`src/rtl/pio_xfer_pkg.sv`:
```
`timescale 1ns/1ps
package pio_xfer_pkg;
    // phase code bits that separate data-out from the other phases
    localparam logic [2:0] PHASE_DIR_MASK = 3'b110;

    function automatic logic phase_is_data_out(input logic [2:0] ph);
        return (ph & PHASE_DIR_MASK) == 3'b000;
    endfunction
endpackage

```
`src/rtl/pio_fifo_core.sv`:
```
`timescale 1ns/1ps
module pio_fifo_core #(
    parameter int DW    = 8,
    parameter int DEPTH = 16
) (
    input  logic                       clk,
    input  logic                       rst_n,
    input  logic                       push,
    input  logic [DW-1:0]              push_data,
    input  logic                       pop,
    input  logic                       data_out_phase,
    output logic [DW-1:0]              pop_data,
    output logic                       pop_irq,
    output logic [$clog2(DEPTH):0]     level
);
    localparam int AW = $clog2(DEPTH);
    localparam int CW = AW + 1;
    localparam logic [CW-1:0] STOP_MARK = CW'(DEPTH - 1);

    typedef struct packed {
        logic [AW-1:0] rptr;
        logic [AW-1:0] wptr;
        logic [CW-1:0] cnt;
        logic [DW-1:0] dout;
        logic          irq;
    } fifo_st_t;

    fifo_st_t st_d, st_q;
    logic [DW-1:0] mem_q [DEPTH];
    logic push_ok, pop_ok;

    always_comb begin
        st_d    = st_q;
        push_ok = push && (st_q.cnt != STOP_MARK);
        pop_ok  = pop && (st_q.cnt != '0);
        st_d.irq = pop_ok;
        if (pop_ok) begin
            if (data_out_phase) begin
                st_d.dout = '0;
            end else begin
                st_d.dout = mem_q[st_q.rptr];
                st_d.rptr = st_q.rptr + AW'(1);
            end
        end
        if (push_ok) begin
            st_d.wptr = st_q.wptr + AW'(1);
        end
        st_d.cnt = st_q.cnt + CW'(push_ok) - CW'(pop_ok);
        if (st_d.cnt == '0) begin
            st_d.rptr = '0;
            st_d.wptr = '0;
        end
    end

    always_ff @(posedge clk) begin
        if (!rst_n) begin
            st_q <= '0;
        end else begin
            st_q <= st_d;
        end
    end

    always_ff @(posedge clk) begin
        if (push_ok) begin
            mem_q[st_q.wptr] <= push_data;
        end
    end

    assign pop_data = st_q.dout;
    assign pop_irq  = st_q.irq;
    assign level    = st_q.cnt;

    AST_LEVEL_CAP: assert property (@(posedge clk) disable iff (!rst_n)
        level <= STOP_MARK);
    AST_DROP_AT_CAP: assert property (@(posedge clk) disable iff (!rst_n)
        (push && !pop && level == STOP_MARK) |=> (level == STOP_MARK));
    AST_POP_PULSE: assert property (@(posedge clk) disable iff (!rst_n)
        (pop && level != '0) |=> pop_irq);
    AST_EMPTY_POP: assert property (@(posedge clk) disable iff (!rst_n)
        (pop && !push && level == '0) |=> ($stable(pop_data) && !pop_irq && level == '0));
    AST_BOTH_SIDES: assert property (@(posedge clk) disable iff (!rst_n)
        (push && pop && level != '0 && level != STOP_MARK) |=> $stable(level));
    AST_REWIND: assert property (@(posedge clk) disable iff (!rst_n)
        (level == '0) |-> (st_q.rptr == '0 && st_q.wptr == '0));
endmodule

```
`src/rtl/xfer_len_calc.sv`:
```
`timescale 1ns/1ps
module xfer_len_calc #(
    parameter int TCW = 16,
    parameter int SZW = 18,
    parameter int CAP = 32
) (
    input  logic                  cmd_mode,
    input  logic [TCW-1:0]        tc,
    input  logic signed [SZW-1:0] pend,
    output logic [TCW:0]          len
);
    localparam int MW = (TCW + 1 > SZW) ? TCW + 1 : SZW;

    logic [TCW:0]   full_len;
    logic [SZW-1:0] mag;
    logic [MW-1:0]  limit;

    always_comb begin
        full_len = (tc == '0) ? {1'b1, {TCW{1'b0}}} : {1'b0, tc};
        mag      = pend[SZW-1] ? $unsigned(-pend) : $unsigned(pend);
        limit    = cmd_mode ? MW'(CAP) : MW'(mag);
        len      = (MW'(full_len) < limit) ? full_len : limit[TCW:0];
    end
endmodule

```
`src/rtl/xfer_remain.sv`:
```
`timescale 1ns/1ps
module xfer_remain #(
    parameter int LW = 17
) (
    input  logic          clk,
    input  logic          rst_n,
    input  logic          load,
    input  logic [LW-1:0] load_val,
    input  logic          beat,
    output logic [LW-1:0] len_out,
    output logic [LW-1:0] left_out
);
    typedef struct packed {
        logic [LW-1:0] len;
        logic [LW-1:0] left;
    } rem_st_t;

    rem_st_t st_d, st_q;

    always_comb begin
        st_d = st_q;
        if (load) begin
            st_d.len  = load_val;
            st_d.left = load_val;
        end else if (beat && st_q.left != '0) begin
            st_d.left = st_q.left - LW'(1);
        end
    end

    always_ff @(posedge clk) begin
        if (!rst_n) begin
            st_q <= '0;
        end else begin
            st_q <= st_d;
        end
    end

    assign len_out  = st_q.len;
    assign left_out = st_q.left;

    AST_LEFT_BOUND: assert property (@(posedge clk) disable iff (!rst_n)
        left_out <= len_out);
    AST_LEFT_STEP: assert property (@(posedge clk) disable iff (!rst_n)
        (beat && !load && left_out != '0) |=> (left_out == $past(left_out) - LW'(1)));
    AST_LEN_HOLD: assert property (@(posedge clk) disable iff (!rst_n)
        !load |=> $stable(len_out));
endmodule

```
`src/rtl/pio_fifo_xfer.sv`:
```
`timescale 1ns/1ps
module pio_fifo_xfer
    import pio_xfer_pkg::*;
#(
    parameter int DW    = 8,
    parameter int DEPTH = 16,
    parameter int CAP   = 32,
    parameter int SZW   = 18
) (
    input  logic                  clk,
    input  logic                  rst_n,
    input  logic                  push_en,
    input  logic [DW-1:0]         push_data,
    input  logic                  pop_en,
    input  logic [2:0]            xfer_phase,
    output logic [DW-1:0]         pop_data,
    output logic                  pop_irq,
    output logic [$clog2(DEPTH):0] fill_level,
    input  logic                  cnt_wr_lo,
    input  logic                  cnt_wr_hi,
    input  logic [DW-1:0]         cnt_wdata,
    input  logic                  cmd_valid,
    input  logic                  cmd_dma,
    input  logic                  cmd_ti,
    input  logic                  cmd_mode,
    input  logic signed [SZW-1:0] pend_size,
    input  logic                  xfer_beat,
    output logic [2*DW-1:0]       tc_shadow,
    output logic [2*DW:0]         xfer_len,
    output logic [2*DW:0]         xfer_left
);
    localparam int TCW = 2 * DW;
    localparam int LW  = TCW + 1;

    typedef struct packed {
        logic [DW-1:0] wlo;
        logic [DW-1:0] whi;
        logic [DW-1:0] slo;
        logic [DW-1:0] shi;
    } cnt_st_t;

    cnt_st_t cnt_d, cnt_q;
    logic [TCW-1:0] tc_eff;
    logic [LW-1:0]  len_calc;
    logic           copy_now;

    always_comb begin
        cnt_d    = cnt_q;
        copy_now = cmd_valid && cmd_dma;
        if (cnt_wr_lo) cnt_d.wlo = cnt_wdata;
        if (cnt_wr_hi) cnt_d.whi = cnt_wdata;
        if (copy_now) begin
            cnt_d.slo = cnt_q.wlo;
            cnt_d.shi = cnt_q.whi;
        end
        tc_eff = copy_now ? {cnt_q.whi, cnt_q.wlo} : {cnt_q.shi, cnt_q.slo};
    end

    always_ff @(posedge clk) begin
        if (!rst_n) begin
            cnt_q <= '0;
        end else begin
            cnt_q <= cnt_d;
        end
    end

    assign tc_shadow = {cnt_q.shi, cnt_q.slo};

    pio_fifo_core #(.DW(DW), .DEPTH(DEPTH)) u_fifo (
        .clk            (clk),
        .rst_n          (rst_n),
        .push           (push_en),
        .push_data      (push_data),
        .pop            (pop_en),
        .data_out_phase (phase_is_data_out(xfer_phase)),
        .pop_data       (pop_data),
        .pop_irq        (pop_irq),
        .level          (fill_level)
    );

    xfer_len_calc #(.TCW(TCW), .SZW(SZW), .CAP(CAP)) u_len (
        .cmd_mode (cmd_mode),
        .tc       (tc_eff),
        .pend     (pend_size),
        .len      (len_calc)
    );

    xfer_remain #(.LW(LW)) u_rem (
        .clk      (clk),
        .rst_n    (rst_n),
        .load     (cmd_valid && cmd_ti),
        .load_val (len_calc),
        .beat     (xfer_beat),
        .len_out  (xfer_len),
        .left_out (xfer_left)
    );

    AST_SHADOW_HOLD: assert property (@(posedge clk) disable iff (!rst_n)
        !(cmd_valid && cmd_dma) |=> $stable(tc_shadow));
    AST_LOAD_FULL: assert property (@(posedge clk) disable iff (!rst_n)
        (cmd_valid && cmd_ti) |=> (xfer_left == xfer_len));
    AST_MODE_CAP: assert property (@(posedge clk) disable iff (!rst_n)
        (cmd_valid && cmd_ti && cmd_mode) |=> (xfer_len <= LW'(CAP)));
endmodule

```
`config.mk`:
```
export PLATFORM = sky130hd
export DESIGN_NAME = pio_fifo_xfer
export DESIGN_NICKNAME = d
export VERILOG_FILES = /design/src/rtl/pio_xfer_pkg.sv /design/src/rtl/pio_fifo_core.sv /design/src/rtl/xfer_len_calc.sv /design/src/rtl/xfer_remain.sv /design/src/rtl/pio_fifo_xfer.sv
export SDC_FILE = /design/constraint.sdc
export NUM_CORES = 1
export LEC_CHECK = 0
export ABC_CLOCK_PERIOD_IN_PS = 5500
export BUFFER_PORTS_ARGS = -buffer_cell sky130_fd_sc_hd__buf_2
export CAP_MARGIN = 15
export CORE_MARGIN = 1.5
export CORE_UTILIZATION = 59
export CTS_CLUSTER_SIZE = 30
export DETAILED_ROUTE_END_ITERATION = 12
export GPL_TIMING_DRIVEN = 0
export PLACE_DENSITY = 0.78
export SLEW_MARGIN = 10
export SYNTH_ARGS = -nofsm -noshare
export SYNTH_HDL_FRONTEND = slang
export SYNTH_HIERARCHICAL = 1
export SYNTH_SLANG_ARGS = --single-unit
```
`constraint.sdc`:
```
create_clock -name clk -period 5.5 [get_ports clk]
set_input_delay 1.375 -clock clk [delete_from_list [all_inputs] [get_ports clk]]
set_output_delay 1.375 -clock clk [all_outputs]
set_load 0.01 [all_outputs]
```
# After elaboration in Yosys (flattened, before gate mapping)
# Memory sizes are Yosys's and may differ from the RTL's. A register that Yosys moved wholly into a read port is not among the register bits.
# Index checks and enable logic that the tools add are counted.
# word_totals
ff_bits,88
mem_bits_rw,128
input_bits,48
output_inout_bits,64
elab_cells,47
n_memories,1
# op_classes
add_sub_neg,6
order_cmp,1
eq_ne,1
n_mux,12
bitwise,2
reduce_logical,13
# memory_table
memory,words,word_bits,read_ports,rd_clocked_by_memory_dff,write_ports,line,rtl
u_fifo.mem_q,16,8,1,1,1,pio_fifo_core.sv:29,logic [DW-1:0] mem_q [DEPTH];
# op_table
cell,count
17-bit two-way mux,4
18-bit two-way mux,2
17-bit by 18-bit less-than comparator with 1-bit output,1
18-bit negator,1
17-bit nonzero test,1
"17-bit by 1-bit subtractor with 17-bit output, second input constant",1
16-bit logical NOT,1
16-bit two-way mux,1
"4-bit by 1-bit adder with 4-bit output, second input constant",2
4-bit two-way mux,2
8-bit two-way mux,1
5-bit by 1-bit adder with 5-bit output,1
1-bit logical AND,5
5-bit logical NOT,1
"5-bit by 4-bit != test with 1-bit output, second input constant",1
5-bit nonzero test,1
5-bit by 1-bit subtractor with 5-bit output,1
3-bit logical NOT,1
1-bit two-way mux,2
1-bit inverter,2
2-bit AND reduction,1
2-bit nonzero test,1
2-bit OR reduction,1

# Longest topological paths before layout
# depth
ltp_word,7
ltp_mapped,17
ltp_nobuf,15

# Modules after synthesis
# The synthesis kept the hierarchy.
# modules_own_cells
mod,n_inst,cells_each,area_per_inst_um2,seq_area_each_um2
pio_fifo_core,1,342,6294.8,4364.2
xfer_remain,1,185,1599.0,680.7
pio_fifo_xfer,1,162,1560.2,640.6
xfer_len_calc,1,167,1223.7,0.0

# Worst setup path after synthesis
# Ideal clock, no wire load.
# synth_timing
kind,input-to-reg
from,input port pend_size[4]
to,register u_rem.st_q (netlist bit u_rem/left_out[8])
setup_ps,91
arrival_time_ps,4669
required_time_ps,5409
setup_slack_ps,740
path_stages,15
path_buffers,3
path_cell_list,buf_2 -> or4b_1 -> buf_2 -> o41ai_1 -> xnor2_1 -> nand2b_1 -> ha_1 -> nand4_1 -> or4_1 -> o2111ai_1 -> o2bb2ai_4 -> buf_6 -> mux2i_1 -> nor2_1 -> a311oi_1
# synth_via
elab_chain_cells,6
# synth_rtl
item,line,rtl
"start, declared",pio_fifo_xfer.sv:26,"input logic signed [SZW-1:0] pend_size,"
18-bit negator,xfer_len_calc.sv:20,mag = pend[SZW-1] ? $unsigned(-pend) : $unsigned(pend);
18-bit two-way mux (*),xfer_len_calc.sv:20,
18-bit two-way mux (*),xfer_len_calc.sv:21,limit = cmd_mode ? MW'(CAP) : MW'(mag);
17-bit by 18-bit less-than comparator with 1-bit output,xfer_len_calc.sv:22,len = (MW'(full_len) < limit) ? full_len : limit[TCW:0];
17-bit two-way mux (*),xfer_len_calc.sv:22,
net len_calc[8],pio_fifo_xfer.sv:44,logic [LW-1:0] len_calc;
17-bit two-way mux (*),xfer_remain.sv:22,if (load) begin
"end signal, assigned",xfer_remain.sv:34,st_q <= st_d;
"end, declared",xfer_remain.sv:18,"rem_st_t st_d, st_q;"
# Mark *: on every way through the listed nets, which the timed path passes. The rest lies on a longest branch.
# A chain may end at the register's enable or synchronous reset.

# Final worst setup path
# layout_timing
from,input port pend_size[0]
to,register u_rem.st_q (netlist bit u_rem/left_out[8])
# The elaborated chain is that of the path after synthesis.

==> impl_table.tex <==
\begin{tabular}{lr}
\hline
Metric & Value \\
\hline
\multicolumn{2}{l}{\textbf{Synth}} \\
Post-Synthesis Cells & 856 \\
Synth Area per Inst & 12.5 sq um \\
Synthesized flop and latch total & 220 \\
Post-synth cell types & 68 \\
Top\_reg\_cell synth & edfxtp\_1 \\
Summed instance area of the synthesized netlist & 10,700 sq um \\
Fraction of registers with async set/reset & 0\% \\
Post-synth EDFFs & 128 \\
Fraction of the yosys area taken by sequential cells & 53.2\% \\
Post-Syn Nets & 935 \\
Number of warning messages in the yosys log & 6 \\
\multicolumn{2}{l}{\textbf{Clocking}} \\
Clock slew at reported path FFs & 0.06 ns \\
CTS tree & done \\
Sinks on the clock net & 220 \\
TritonCTS Buffers & 23 \\
Latest clock arrival within the worst-skew pair & 0.51 ns \\
Post-CTS Setup Bufs & 0 \\
CTS Root Buffer Type & clkbuf\_16 \\
Longest Clk Path Bufs & 3 \\
H-tree depth & 1 \\
Gates resized, CTS repair & 0 \\
Number of buffers inserted by hold repair at cts & 0 \\
\multicolumn{2}{l}{\textbf{Worst setup path}} \\
Type of element capturing the critical path & register \\
Type of element launching the critical path & primary input \\
Arrival @ worst endpoint & 5.29 ns \\
Max incr delay on CP & 0.55 ns \\
Cell-by-cell trace of the critical path & buf\_2, inv\_1, ha\_1, or4b\_1, buf\_2, o41ai\_1, xnor2\_1, nand2b\_1, ha\_1, nand4\_1, or4\_1, o2111ai\_1, o2bb2ai\_4, buf\_6, mux2i\_1, nor2\_1, a311oi\_1 \\
Crit Path Category & primary input to register \\
Required arrival time at the worst endpoint & 5.91 ns \\
Critical path peak fanout & 10 \\
CP max-delay cell & or4\_1 \\
\multicolumn{2}{l}{\textbf{GRT}} \\
GR Overflow Total & 0 \\
Maximum number of pins on one net before global-route repair & 17 \\
Met3 track demand over resource & 3.13\% \\
Number of antenna violations at the first check in global routing & 0 \\
Routing layer with the top usage in global route & met2 \\
Met1 track demand over resource in global routing & 33.7\% \\
Vias in the first global route & 6,929 \\
Global-route wire length before repair & 36.4 mm \\
GRT Resource Usage Total & 25.3\% \\
Global routing usage on met2 & 43.4\% \\
\multicolumn{2}{l}{\textbf{Timing}} \\
Final worst path period share & 88.8\% \\
Slack of the critical path & 0.617 ns \\
Transition at the pin with the smallest max-transition slack & 1.05 ns \\
Number of pins with negative max-slew slack in the final report & 0 \\
Setup Skew & 0.0154 ns \\
Setup repair after global routing missed its margin & no \\
Max transition margin & 29.6\% \\
Finish-stage setup viols & 0 \\
Final Hold Vio Count & 0 \\
Shortest period the worst path allows & 4.88 ns \\
F\_max & 205 MHz \\
Setup Total Neg Slack & 0 ns \\
\multicolumn{2}{l}{\textbf{Die}} \\
Area inside the core boundary & 17,800 sq um \\
Ports & 112 \\
DIE HEIGHT & 138 um \\
Core Rows & 49 \\
Initial cell density of the core & 59.8\% \\
Die footprint & 18,900 sq um \\
Die X-Extent & 138 um \\
\multicolumn{2}{l}{\textbf{Final layout}} \\
Layout cells sized above 1 & 25.0\% \\
Final instance count without filler cells & 1,231 \\
Signed area change from the synthesized netlist to the final layout & 14.6\% \\
Count of nets after finishing & 1,064 \\
Diodes inserted & 0 \\
\multicolumn{2}{l}{\textbf{Detailed routing}} \\
Number of nets still failing antenna checks after routing & 0 \\
Via count & 7,299 \\
Initial detailed-routing violation count & 563 \\
DRC violation count after routing & 0 \\
Count of TritonRoute iterations in the first routing pass & 5 \\
WL final & 23.8 mm \\
DR vias/cell & 5.93 \\
Routed wire length per instance & 19.4 um \\
\multicolumn{2}{l}{\textbf{Pwr}} \\
Max VDD drop & 0.307 mV \\
Power Dens Cells & 377 nW/um\^{}2 \\
Leakage power & 0.00466 uW \\
\multicolumn{2}{l}{\textbf{Place}} \\
Number of cells after detailed placement & 1,189 \\
Setup WS pre-CTS & 0.157 ns \\
\# port buffers & 103 \\
Final HPWL DP & 16.6 mm \\
Placer's final routability congestion estimate & 0.873 \\
\multicolumn{2}{l}{\textbf{Hold path}} \\
Hold/Removal Path Class & register to register \\
\multicolumn{2}{l}{\textbf{Run}} \\
Max capacitance violation total & 0 \\
\multicolumn{2}{l}{\textbf{Run status}} \\
Outcome & completed \\
\hline
\end{tabular}
==> report_power, final <==
part / total [uW] / switching, uW / internal (uW)
combinational: 1170 / 631 / 540
sequential: 1940 / 86.1 / 1860
clock: 1490 / 616 / 878
total: 4610 / 1330 / 3280
==> worst paths after layout <==
path,from,to,slack (ns),cells past startpoint
worst max-delay path,pend_size[0],u_rem/left_out[8],0.62,17
worst min-delay path,tc_shadow[4],tc_shadow[4],0.48,2
worst max register to register,u_fifo/level[3],u_fifo/st_q[20],1.85,13
worst min register to register,tc_shadow[4],tc_shadow[4],0.48,2
==> final cells by class <==
type,count,area (sq um)
Sequential cell,220,5690
Fill cell,1280,5600
Multi-Input combinational cell,508,4330
Clock buffer,33,653
Buffer,92,544
Timing Repair Buffer,104,520
Tap cell,229,287
Inverter,36,135
Clock inverter,9,83.8
==> cell usage in the layout (no fill, tap or decap), types with 4 or more instances in the layout <==
cell,Yosys,routed
a21oi_1,14,14
a221o_1,8,8
a311oi_1,11,11
a31oi_1,11,11
and2_1,5,5
buf_1,4,4
buf_2,13,117
buf_4,29,29
buf_6,8,8
clkbuf_1,35,41
clkbuf_16,0,23
clkbuf_8,0,4
dfxtp_1,92,92
edfxtp_1,128,128
ha_1,30,30
inv_1,35,35
mux2_2,21,21
mux2_4,4,4
mux2i_1,58,58
mux4_1,19,19
mux4_2,13,13
nand2_1,32,32
nand2b_1,15,15
nand3_1,10,10
nand4_1,21,21
nor2_1,55,55
nor2b_1,20,20
nor3_1,10,7
nor4_1,11,11
o21ai_0,34,34
o31ai_1,11,11
o41ai_1,5,5
or2_2,7,7
or3_1,6,6
or4_1,14,14
xnor2_1,20,20
xor2_1,4,4
==> stage by stage <==
stage | total power (uW) | area (sq um) | hold slack [ns] | utilization [%]
2_1_floorplan | 2820 | 10700 | 0.446 | -
3_3_place_gp | 3100 | 11500 | 0.461 | 64.3
3_5_place_dp | 3140 | 11500 | 0.468 | 64.4
4_1_cts | 4630 | 12200 | 0.483 | 68.5
5_1_grt | 4810 | 12200 | 0.497 | 68.6
6_report | 4610 | 12200 | 0.479 | 68.6
==> cell families after synthesis <==
| kind of cell | synth area share [%] |
|---|---|
| AO/OA/AOI/OAI | 7.23 |
| multiplexers | 15.6 |
| adder cells (fa/ha/maj) | 3.70 |
| flip-flops | 53.2 |
| buffers and inverters | 6.36 |
| XOR/XNOR | 1.97 |
| AND/OR/NAND/NOR | 11.9 |
==> synth_stat cells, types with 3 or more instances <==
cell type / n / share of area, %
nor3_1: 10 / 0.47
nand2b_1: 15 / 0.88
buf_4: 29 / 2.0
mux4_1: 19 / 4.7
xor2_1: 4 / 0.33
edfxtp_1: 128 / 36
or4_1: 14 / 0.98
nor4_1: 11 / 0.64
buf_6: 8 / 0.84
nand4_1: 21 / 1.2
a21oi_1: 14 / 0.66
nand2_1: 32 / 1.1
nand3_1: 10 / 0.47
or2_2: 7 / 0.41
mux2_4: 4 / 0.56
o41ai_1: 5 / 0.41
buf_2: 13 / 0.61
o21ai_0: 34 / 1.6
dfxtp_1: 92 / 17
nor2b_1: 20 / 1.2
mux4_2: 13 / 2.7
nor4b_1: 3 / 0.25
clkbuf_1: 35 / 1.2
a221o_1: 8 / 0.75
xnor2_1: 20 / 1.6
nor2_1: 55 / 1.9
a311oi_1: 11 / 0.90
mux2_2: 21 / 2.2
and2_1: 5 / 0.29
o31ai_1: 11 / 0.77
a31oi_1: 11 / 0.64
buf_1: 4 / 0.14
ha_1: 30 / 3.5
or3_1: 6 / 0.35
inv_1: 35 / 1.2
mux2i_1: 58 / 5.4
nor3b_1: 3 / 0.21
==> critical path, delay by kind of cell <==
family | cells | cell delay [ns]
AOI/OAI and AO/OA | 4 | 0.99
xor gates and xnor gates | 1 | 0.18
adders and majority gates | 2 | 0.51
buffers and inverters | 4 | 0.58
muxes | 1 | 0.32
and+or+nand+nor | 5 | 1.32
==> flip-flops by register name (all words and copies together), names as in the netlist, named ones only <==
register         count
u_fifo/level         5
tc_shadow           16
u_fifo/mem_q       128
u_fifo/st_q          8
u_fifo/pop_data      8
u_fifo/pop_irq       1
u_rem/left_out      17
u_rem/len_out       17
cnt_q               16
==> metal layers <==
metal  wire length (um)  share of wire (%)  up-vias
met3               1180                5.0       33
met5                  0                  0        -
met2              12000                 50      227
li1                   -                  -     3453
met1              10200                 43     3586
met4                478                2.0        0
(Power assumes the default switching activity.)
